**src/rtl/bm_pkg.sv**
```systemverilog
package bm_pkg;

    typedef enum logic [1:0] {
        ST_RUN    = 2'd0,
        ST_REST   = 2'd1,
        ST_PROBE  = 2'd2,
        ST_SETTLE = 2'd3
    } bm_state_t;

    function automatic int unsigned max3(input int unsigned a, input int unsigned b,
                                         input int unsigned c);
        int unsigned m;
        m = a;
        if (b > m) m = b;
        if (c > m) m = c;
        return m;
    endfunction

endpackage

```
**src/rtl/bm_flag_filter.sv**
```systemverilog
// Two-sample agreement filter: output follows input only after the same
// value is seen at two consecutive rising edges.
module bm_flag_filter (
    input  logic clk,
    input  logic rst_n,
    input  logic clr,
    input  logic raw,
    output logic filt
);
    logic smp;

    always_ff @(posedge clk) begin
        if (!rst_n || clr) begin
            smp  <= 1'b0;
            filt <= 1'b0;
        end else begin
            smp <= raw;
            if (raw == smp) filt <= raw;
        end
    end

    // a rise of the filtered flag needs the flag high on two samples
    assert_filter_two_samples_R3: assert property (@(posedge clk) disable iff (!rst_n)
        $rose(filt) |-> $past(raw && smp));

endmodule

```
**src/rtl/bm_interval_timer.sv**
```systemverilog
// Shared cycle counter; tc marks the last cycle of the current window.
module bm_interval_timer #(
    parameter int unsigned W = 8
) (
    input  logic         clk,
    input  logic         rst_n,
    input  logic         clr,
    input  logic [W-1:0] lim,
    output logic         tc
);
    logic [W-1:0] cnt;

    always_ff @(posedge clk) begin
        if (!rst_n || clr) cnt <= '0;
        else               cnt <= cnt + 1'b1;
    end

    assign tc = (cnt == lim - 1'b1);

    // the count never runs past its window
    assert_count_in_window_R4: assert property (@(posedge clk) disable iff (!rst_n)
        cnt < lim);

endmodule

```
**src/rtl/burst_ctrl.sv**
```systemverilog
module burst_ctrl #(
    parameter int unsigned PROBE_CYCLES  = 100000, // 500 us at 200 MHz
    parameter int unsigned PULSE_CYCLES  = 4,
    parameter int unsigned SETTLE_CYCLES = 16
) (
    input  logic clk,
    input  logic rst_n,
    input  logic prot_stop,
    input  logic comp_low,
    input  logic comp_ok,
    output logic sw_en,
    output logic probe_req,
    output logic low_pwr
);
    import bm_pkg::*;

    localparam int unsigned MAXC  = max3(PROBE_CYCLES, PULSE_CYCLES, SETTLE_CYCLES);
    localparam int unsigned CNT_W = $clog2(MAXC + 1);
    localparam int unsigned NFLAG = 2;

    bm_state_t          state, nxt;
    logic [NFLAG-1:0]   raw_v, filt_v;
    logic               low_f, ok_f, tc, tclr;
    logic [CNT_W-1:0]   lim;

    assign raw_v = {comp_ok, comp_low};

    for (genvar g = 0; g < NFLAG; g++) begin : g_filt
        bm_flag_filter u_filt (
            .clk  (clk),
            .rst_n(rst_n),
            .clr  (prot_stop),
            .raw  (raw_v[g]),
            .filt (filt_v[g])
        );
    end

    assign low_f = filt_v[0];
    assign ok_f  = filt_v[1];

    always_comb begin
        unique case (state)
            ST_REST:   lim = CNT_W'(PROBE_CYCLES);
            ST_PROBE:  lim = CNT_W'(PULSE_CYCLES);
            ST_SETTLE: lim = CNT_W'(SETTLE_CYCLES);
            ST_RUN:    lim = CNT_W'(MAXC);
        endcase
    end

    assign tclr = prot_stop || (state == ST_RUN) || (nxt != state);

    bm_interval_timer #(.W(CNT_W)) u_tmr (
        .clk  (clk),
        .rst_n(rst_n),
        .clr  (tclr),
        .lim  (lim),
        .tc   (tc)
    );

    // next-state logic; protection stop has top priority
    always_comb begin
        nxt = state;
        if (prot_stop) begin
            nxt = ST_RUN;
        end else begin
            unique case (state)
                ST_RUN:    if (low_f) nxt = ST_REST;
                ST_REST:   if (tc)    nxt = ST_PROBE;
                ST_PROBE:  if (tc)    nxt = ST_SETTLE;
                ST_SETTLE: if (tc)    nxt = ok_f ? ST_RUN : ST_REST;
            endcase
        end
    end

    // state register
    always_ff @(posedge clk) begin
        if (!rst_n) state <= ST_RUN;
        else        state <= nxt;
    end

    // outputs
    always_comb begin
        sw_en     = 1'b0;
        probe_req = 1'b0;
        low_pwr   = 1'b0;
        unique case (state)
            ST_RUN:    sw_en = 1'b1;
            ST_REST:   low_pwr = 1'b1;
            ST_PROBE: begin
                low_pwr   = 1'b1;
                probe_req = 1'b1;
            end
            ST_SETTLE: low_pwr = 1'b1;
        endcase
    end

    assert_prot_forces_run_R9: assert property (@(posedge clk) disable iff (!rst_n)
        prot_stop |=> (sw_en && !low_pwr && !probe_req));

    assert_entry_needs_flag_R2: assert property (@(posedge clk) disable iff (!rst_n)
        $rose(low_pwr) |-> $past(low_f));

    assert_probe_after_interval_R4: assert property (@(posedge clk) disable iff (!rst_n)
        $rose(probe_req) |-> $past(state == ST_REST && tc));

    assert_exit_needs_ok_R6: assert property (@(posedge clk) disable iff (!rst_n)
        ($fell(low_pwr) && !$past(prot_stop)) |-> $past(ok_f && state == ST_SETTLE));

endmodule

```
**config.mk**
```make
export PLATFORM = sky130hd
export DESIGN_NAME = burst_ctrl
export DESIGN_NICKNAME = d
export VERILOG_FILES = /design/src/rtl/bm_pkg.sv /design/src/rtl/bm_flag_filter.sv /design/src/rtl/bm_interval_timer.sv /design/src/rtl/burst_ctrl.sv
export SDC_FILE = /design/constraint.sdc
export NUM_CORES = 1
export LEC_CHECK = 0
export BUFFER_PORTS_ARGS = -buffer_cell sky130_fd_sc_hd__clkbuf_2
export CAP_MARGIN = 10
export CORE_ASPECT_RATIO = 0.9
export CORE_MARGIN = 3
export CORE_UTILIZATION = 54
export CTS_CLUSTER_SIZE = 28
export DETAILED_ROUTE_END_ITERATION = 10
export PLACE_DENSITY = 0.74
export SKIP_LAST_GASP = 1
export SYNTH_ARGS = -nofsm -noshare
export SYNTH_HDL_FRONTEND = slang
export SYNTH_HIERARCHICAL = 1
export SYNTH_SLANG_ARGS = --single-unit
```
**constraint.sdc**
```tcl
create_clock -name clk -period 3.8 [get_ports clk]
set_clock_uncertainty 0.05 [all_clocks]
set_input_delay 0.19 -clock clk [delete_from_list [all_inputs] [get_ports clk]]
set_output_delay 0.19 -clock clk [all_outputs]
set_load 0.03 [all_outputs]
```
==> results.json, run 1 <==
{
  "setup_viol": 0,
  "grt_pass1_vias": 1326,
  "grt_use_met3": 0.03000,
  "synthCells": 185,
  "crit_buf_inv": 2,
  "worst_setup_path_end_kind": "flop",
  "cts_sinks": 23,
  "cts_max_path_buffers": 2,
  "cp.depth": 12,
  "boundaryPins": 8,
  "finalHoldViolations": 0,
  "drt_iter0_markers": 41,
  "holdBufCountCts": 0,
  "busiest_layer": "met2",
  "cts_root_buf": "clkbuf_4",
  "fmax_mhz": 286.6,
  "start_util": 0.5950,
  "fin_crit_sh": 0.9182,
  "grt_use_total": 0.2004,
  "critPathKind": "reg -> reg",
  "p_comb_frac": 0.089,
  "numCtsBuffers": 3,
  "status": "finished clean",
  "p_clk_frac": 0.288,
  "antenna_found_initial": 0,
  "ys_seq_area_frac": 0.2982,
  "synthXorXnorAreaFrac": 0.1985,
  "numPortBuffers": 7,
  "core_mm2": 0.002595,
  "grt_overflow": 0,
  "drt-pass1-iter-count": 4,
  "timing.rr.start": "state[1]",
  "slowest_delay_ns": 0.83,
  "seq_power_share": 0.623,
  "post_cts_buffers": 0,
  "synthArstFlopShare": 0,
  "clk_pin_slew_worst_paths_ns": 0.12,
  "gp_congestion": 0.7996,
  "ir_drop_v": 0.0001808,
  "cts_tree": "done",
  "maxCapViolCount": 0,
  "drt_wl_total_um": 3112,
  "die_w_um": 62.37,
  "fin_tns_setup_ns": 0,
  "ys_ff_latch": 23,
  "min_period_ns": 3.489,
  "critPathLaunchType": "flop",
  "yosys.area_share.simple": 0.2796,
  "die_h_um": 56.73,
  "grt_use_met2": 0.3466,
  "synth_mux_area_frac": 0.04457,
  "area_growth_pct": 15.80,
  "die_area_mm2": 0.003538,
  "synth_top_family_by_area": "simple AND/OR/NAND/NOR gates",
  "viasPerCell": 4.981,
  "grt_use_met1": 0.2542,
  "htreeDepth": 1,
  "internal_power_w": 0.0002962,
  "crit_chain": "clkinvlp_4 -> nor2_2 -> or4b_2 -> nor3_1 -> xnor2_1 -> a2111oi_0 -> nand4_1 -> a2111oi_4 -> or3_1 -> nand2b_1 -> buf_4 -> nor2_1",
  "slew_violations": 0,
  "row_count": 17,
  "ant_nets": 0,
  "crit_start": "state[1]",
  "synth-compound-area-share": 0.1143,
  "cp_max_fo": 17,
  "hold_path.startpoint": "comp_low",
  "worstPathArrival_ns": 3.65,
  "clk-insertion-delay-late_ns": 0.31,
  "swShare": 0.2404,
  "synthFlopType": "dfxtp_1",
  "avgRoutedWirePerCell_um": 11.70,
  "drc_errors": 0,
  "p_sw_w": 0.00009373,
  "cp.required_ns": 3.96,
  "rsz0062_at_grt": "no",
  "power.density_mw_per_mm2": 218.1,
  "avgSynthCellArea_um2": 8.346,
  "hold_path_depth": 2,
  "cts_resized": 0,
  "crit_slowest_cell": "or4b_2",
  "post_route_cells_drive_above_1_share": 0.1360,
  "dp_hpwl_um": 2524,
  "nNetsFinal": 236,
  "synth.distinct_cells": 40,
  "grt_max_degree": 18,
  "grt_pass1_wl_um": 5816,
  "crit_family": "simple AND/OR/NAND/NOR gates",
  "syn_area_mm2": 0.001544,
  "antennaDiodeCount": 0,
  "whs_ns": 0.1195,
  "hp-class": "in -> reg",
  "num_vias": 1325,
  "synth-edff-count": 0,
  "power.leakage_nw": 0.6551,
  "post_synth_fa_ha_maj_area_fraction": 0.03079,
  "yosys_warnings": 6,
  "ff2ff_path_depth": 12
}
[per-layer routing]
layer	wire, um	share of wire
met1	1491	0.48
met2	1514	0.49
met3	69	0.022
met4	36	0.012
met5	0	0
[path summary, 6_finish.rpt]
kind,to,slack (ns)
hold reg to reg,u_tmr/cnt[0],0.45
hold / removal,g_filt[0].u_filt/smp,0.12
setup reg to reg,u_tmr/cnt[9],0.31
setup / recovery,u_tmr/cnt[9],0.31
[worst register-to-register path, delay by kind of cell, from the launching register on]
family	cells	cell delay (ns)
compound gates	2	0.74
xor+xnor	1	0.10
buf+inv	2	0.33
flops	1	0.37
simple gates	7	1.79
[power groups by stage]
| stage | clock, W | combinational (W) | sequential, W |
|---|---|---|---|
| after floorplan | 0 | 0.0000269 | 0.000248 |
| after global placement | 0 | 0.0000317 | 0.000248 |
| after detailed placement | 0 | 0.0000327 | 0.000248 |
| after CTS | 0.000117 | 0.0000329 | 0.000243 |
| after global routing | 0.000129 | 0.0000410 | 0.000243 |
| final | 0.000112 | 0.0000346 | 0.000243 |
[sequential cells by signal, summed over array words and instances (netlist names)]
register            flops
state                   2
u_tmr/cnt              17
g_filt.u_filt/filt      2
g_filt.u_filt/smp       2
[per-stage QoR]
step,cells,area (um2),util,setup WS (ns),total power [W]
after global placement,262,1760,0.6784,0.4352,0.0002799
after global routing,266,1788,0.6890,0.04529,0.0004133
after CTS,266,1788,0.6890,0.3314,0.0003925
after floorplan,219,1679,-,0.05115,0.0002750
after detailed placement,262,1760,0.6784,0.3558,0.0002811
final,266,1788,0.6890,0.3107,0.0003900
[logic make-up after synthesis]
kind of cell,after synthesis
simple gates,79
xor+xnor,35
compound gates,25
flops,23
buf+inv,12
mux,6
fa+ha+maj,4
other cells,1
[cells in the final DEF (no fill, tap or decap), types with 2 or more instances in the layout]
master	Yosys	layout
mux2i_1	2	2
nand2_1	7	7
dfxtp_1	23	23
o21ai_0	8	8
nand3_1	9	9
nor3_1	9	9
and3b_1	3	3
nor4_1	3	3
xor2_1	17	17
a21oi_1	8	8
nand2b_1	4	4
xnor2_1	18	18
nor2_1	22	21
clkbuf_4	0	3
or3_1	5	5
nor2_2	1	2
mux2_2	3	3
conb_1	1	35
ha_1	2	2
inv_1	7	6
clkbuf_2	0	7
maj3_2	2	2
buf_4	1	3
nand4_1	6	6
or4_4	2	2
and3b_2	2	2
and3_1	2	2
[final cells by class]
class | count | area, um2
Clock buffer | 3 | 22.52
Clock inverter | 1 | 5.005
Fill cell | 238 | 807.0
Inverter | 7 | 30.03
Multi-Input combinational cell | 184 | 1165
Sequential cell | 23 | 460.4
Tap cell | 38 | 47.55
Timing Repair Buffer | 10 | 57.56
[cells in the mapped netlist (all sizes together) (2+ instances only)]
cell type	n	area share
a2111oi	2	0.024
a21oi	8	0.026
a22oi	2	0.013
and3	2	0.0081
and3b	5	0.030
clkbuf	4	0.0097
dfxtp	23	0.30
ha	2	0.016
inv	7	0.017
maj3	2	0.015
mux2	4	0.032
mux2i	2	0.013
nand2	7	0.017
nand2b	4	0.016
nand3	9	0.029
nand4	6	0.024
nor2	23	0.058
nor3	9	0.029
nor4	3	0.012
o21ai	8	0.026
or3	5	0.020
or4	3	0.019
xnor2	18	0.10
xor2	17	0.096
No activity file was read; power rests on OpenSTA's default activity.
==> run 2, diff against run 1 <==
--- a/config.mk
+++ b/config.mk
@@ -5,7 +5,7 @@
 export SDC_FILE = /design/constraint.sdc
 export NUM_CORES = 1
 export LEC_CHECK = 0
-export BUFFER_PORTS_ARGS = -buffer_cell sky130_fd_sc_hd__clkbuf_2
+export BUFFER_PORTS_ARGS = -buffer_cell sky130_fd_sc_hd__buf_4
 export CAP_MARGIN = 10
 export CORE_ASPECT_RATIO = 0.9
 export CORE_MARGIN = 3
==> run 2 against run 1 <==
  * Sequential power is essentially flat
  * Critical path depth decreased by 2
  * Power rose by 0.99%
  * Largest cell class unchanged
  * Via count increased by 3.5%
  * Worst setup slack worse by 0.11 ns
  * Cell area is 1.6% higher
  * Routed wire length up 2.5%
  * Sequential share of layout area decreased by 0.41 points
  * Combinational power is 5% higher
  * Global-route usage up 0.051 points
  * Die area stayed put
  * Non-clock buffer count up 1
==> results.json, run 2 (synthesis results as in run 1) <==
{
  "boundaryPins": 8,
  "clk-insertion-delay-late_ns": 0.31,
  "cp.required_ns": 3.96,
  "grt_use_total": 0.2009,
  "fmax_mhz": 277.9,
  "clk_pin_slew_worst_paths_ns": 0.13,
  "power.density_mw_per_mm2": 216.8,
  "final_common_cell": "conb_1",
  "finalHoldViolations": 0,
  "worstPathArrival_ns": 3.76,
  "die_w_um": 62.37,
  "antenna_found_initial": 0,
  "avgRoutedWirePerCell_um": 11.95,
  "grt_pass1_wl_um": 5796,
  "drt_wl_total_um": 3190,
  "cts_root_buf": "clkbuf_4",
  "numPortBuffers": 7,
  "cts_tree": "done",
  "rsz0062_at_grt": "no",
  "dp_hpwl_um": 2503,
  "fin_crit_sh": 0.9469,
  "ir_drop_v": 0.0001681,
  "grt_overflow": 0,
  "cts_max_path_buffers": 2,
  "die_h_um": 56.73,
  "worst_setup_path_end_kind": "flop",
  "numCtsBuffers": 3,
  "htreeDepth": 1,
  "largest_reg_flops": 17,
  "cp_max_fo": 17,
  "area_growth_pct": 17.67,
  "regMostFlops": "u_tmr/cnt",
  "cts_sinks": 23,
  "drt-pass1-iter-count": 4,
  "slew_violations": 0,
  "start_util": 0.5950,
  "core_mm2": 0.002595,
  "ant_nets": 0,
  "num_vias": 1371,
  "fin_tns_setup_ns": 0,
  "viasPerCell": 5.135,
  "maxCapViolCount": 0,
  "final_core_util": 0.7001,
  "hp-class": "in -> reg",
  "critPathLaunchType": "flop",
  "power.leakage_nw": 0.6684,
  "gp_congestion": 0.8308,
  "min_period_ns": 3.598,
  "status": "finished clean",
  "setup_viol": 0,
  "critPathKind": "reg -> reg",
  "post_route_cells_drive_above_1_share": 0.1397,
  "die_area_mm2": 0.003538,
  "grt_pass1_vias": 1314,
  "drt_iter0_markers": 46,
  "grt_max_degree": 18,
  "fillers": 208,
  "row_count": 17,
  "nNetsFinal": 237,
  "drc_errors": 0,
  "layout_common_cells": "35 x conb_1, 23 x dfxtp_1, 21 x nor2_1",
  "antennaDiodeCount": 0
}
run 2: cell count changes in the layout (fill, tap and decap cells not counted):
cell      change
clkbuf_2      -7
buf_4         +8
or4b_4        +1
or4b_2        -1
run 2: timing repair:
action / CTS / global route
buffers inserted: 0 / 2
gates resized for setup: 0 / 1
hold buffers: 0 / 0
endpoints found under the setup margin: 0 / 3
run 2: metal layers:
layer | global-route usage | share of wire | wire length, um | up-vias
li1 | - | - | - | 709
met1 | 0.2679 | 0.46 | 1474 | 611
met2 | 0.3374 | 0.46 | 1482 | 42
met3 | 0.02600 | 0.052 | 166 | 9
met4 | 0.06289 | 0.021 | 66 | 0
met5 | 0 | 0 | 0 | -
run 2: layout make-up:
class | count | area, um2 | share of cell area
inverter | 7 | 30.03 | 0.01653
timing repair buffer | 11 | 82.58 | 0.04545
clock inverter | 1 | 5.005 | 0.002755
multi-input combinational | 184 | 1169 | 0.6433
sequential | 23 | 460.4 | 0.2534
tap | 38 | 47.55 | 0.02617
clock buffer | 3 | 22.52 | 0.01240
run 2: where the power goes:
group | internal (W) | switching (W)
sequential | 0.000242 | 0.000000609
combinational | 0.0000162 | 0.0000202
clock | 0.0000393 | 0.0000752
run 2: critical path, stage by stage (launching register included):
cell and delay, ns:
dfxtp_1 0.45, clkinvlp_4 0.23, or4_4 0.61, or4_4 0.45, or4_1 0.52, a21o_1 0.23
a2111oi_4 0.41, or3_1 0.16, nand2b_1 0.09, buf_4 0.21, nor2_1 0.07
run 2: final timing paths:
path                startpoint                   end  slack [ns]  depth (start not counted)
hold reg to reg   u_tmr/cnt[0]          u_tmr/cnt[0]        0.44                          1
setup reg to reg      state[1]          u_tmr/cnt[2]        0.20                         10
setup / recovery      state[1]          u_tmr/cnt[2]        0.20                         10
hold / removal        comp_low  g_filt[0].u_filt/smp         0.1                          2
run 2: through the flow:
stage	setup slack (ns)	cells	hold slack, ns	cell area [um2]	total power, W
6_report	0.2019	267	0.09577	1817	0.0003938
5_1_grt	0.03240	267	0.08142	1817	0.0004190
4_1_cts	0.2268	265	0.08354	1798	0.0003966
3_5_place_dp	0.2495	261	0.4165	1770	0.0002823
3_3_place_gp	0.3580	261	0.4063	1770	0.0002813
2_1_floorplan	0.05115	219	0.2952	1679	0.0002750
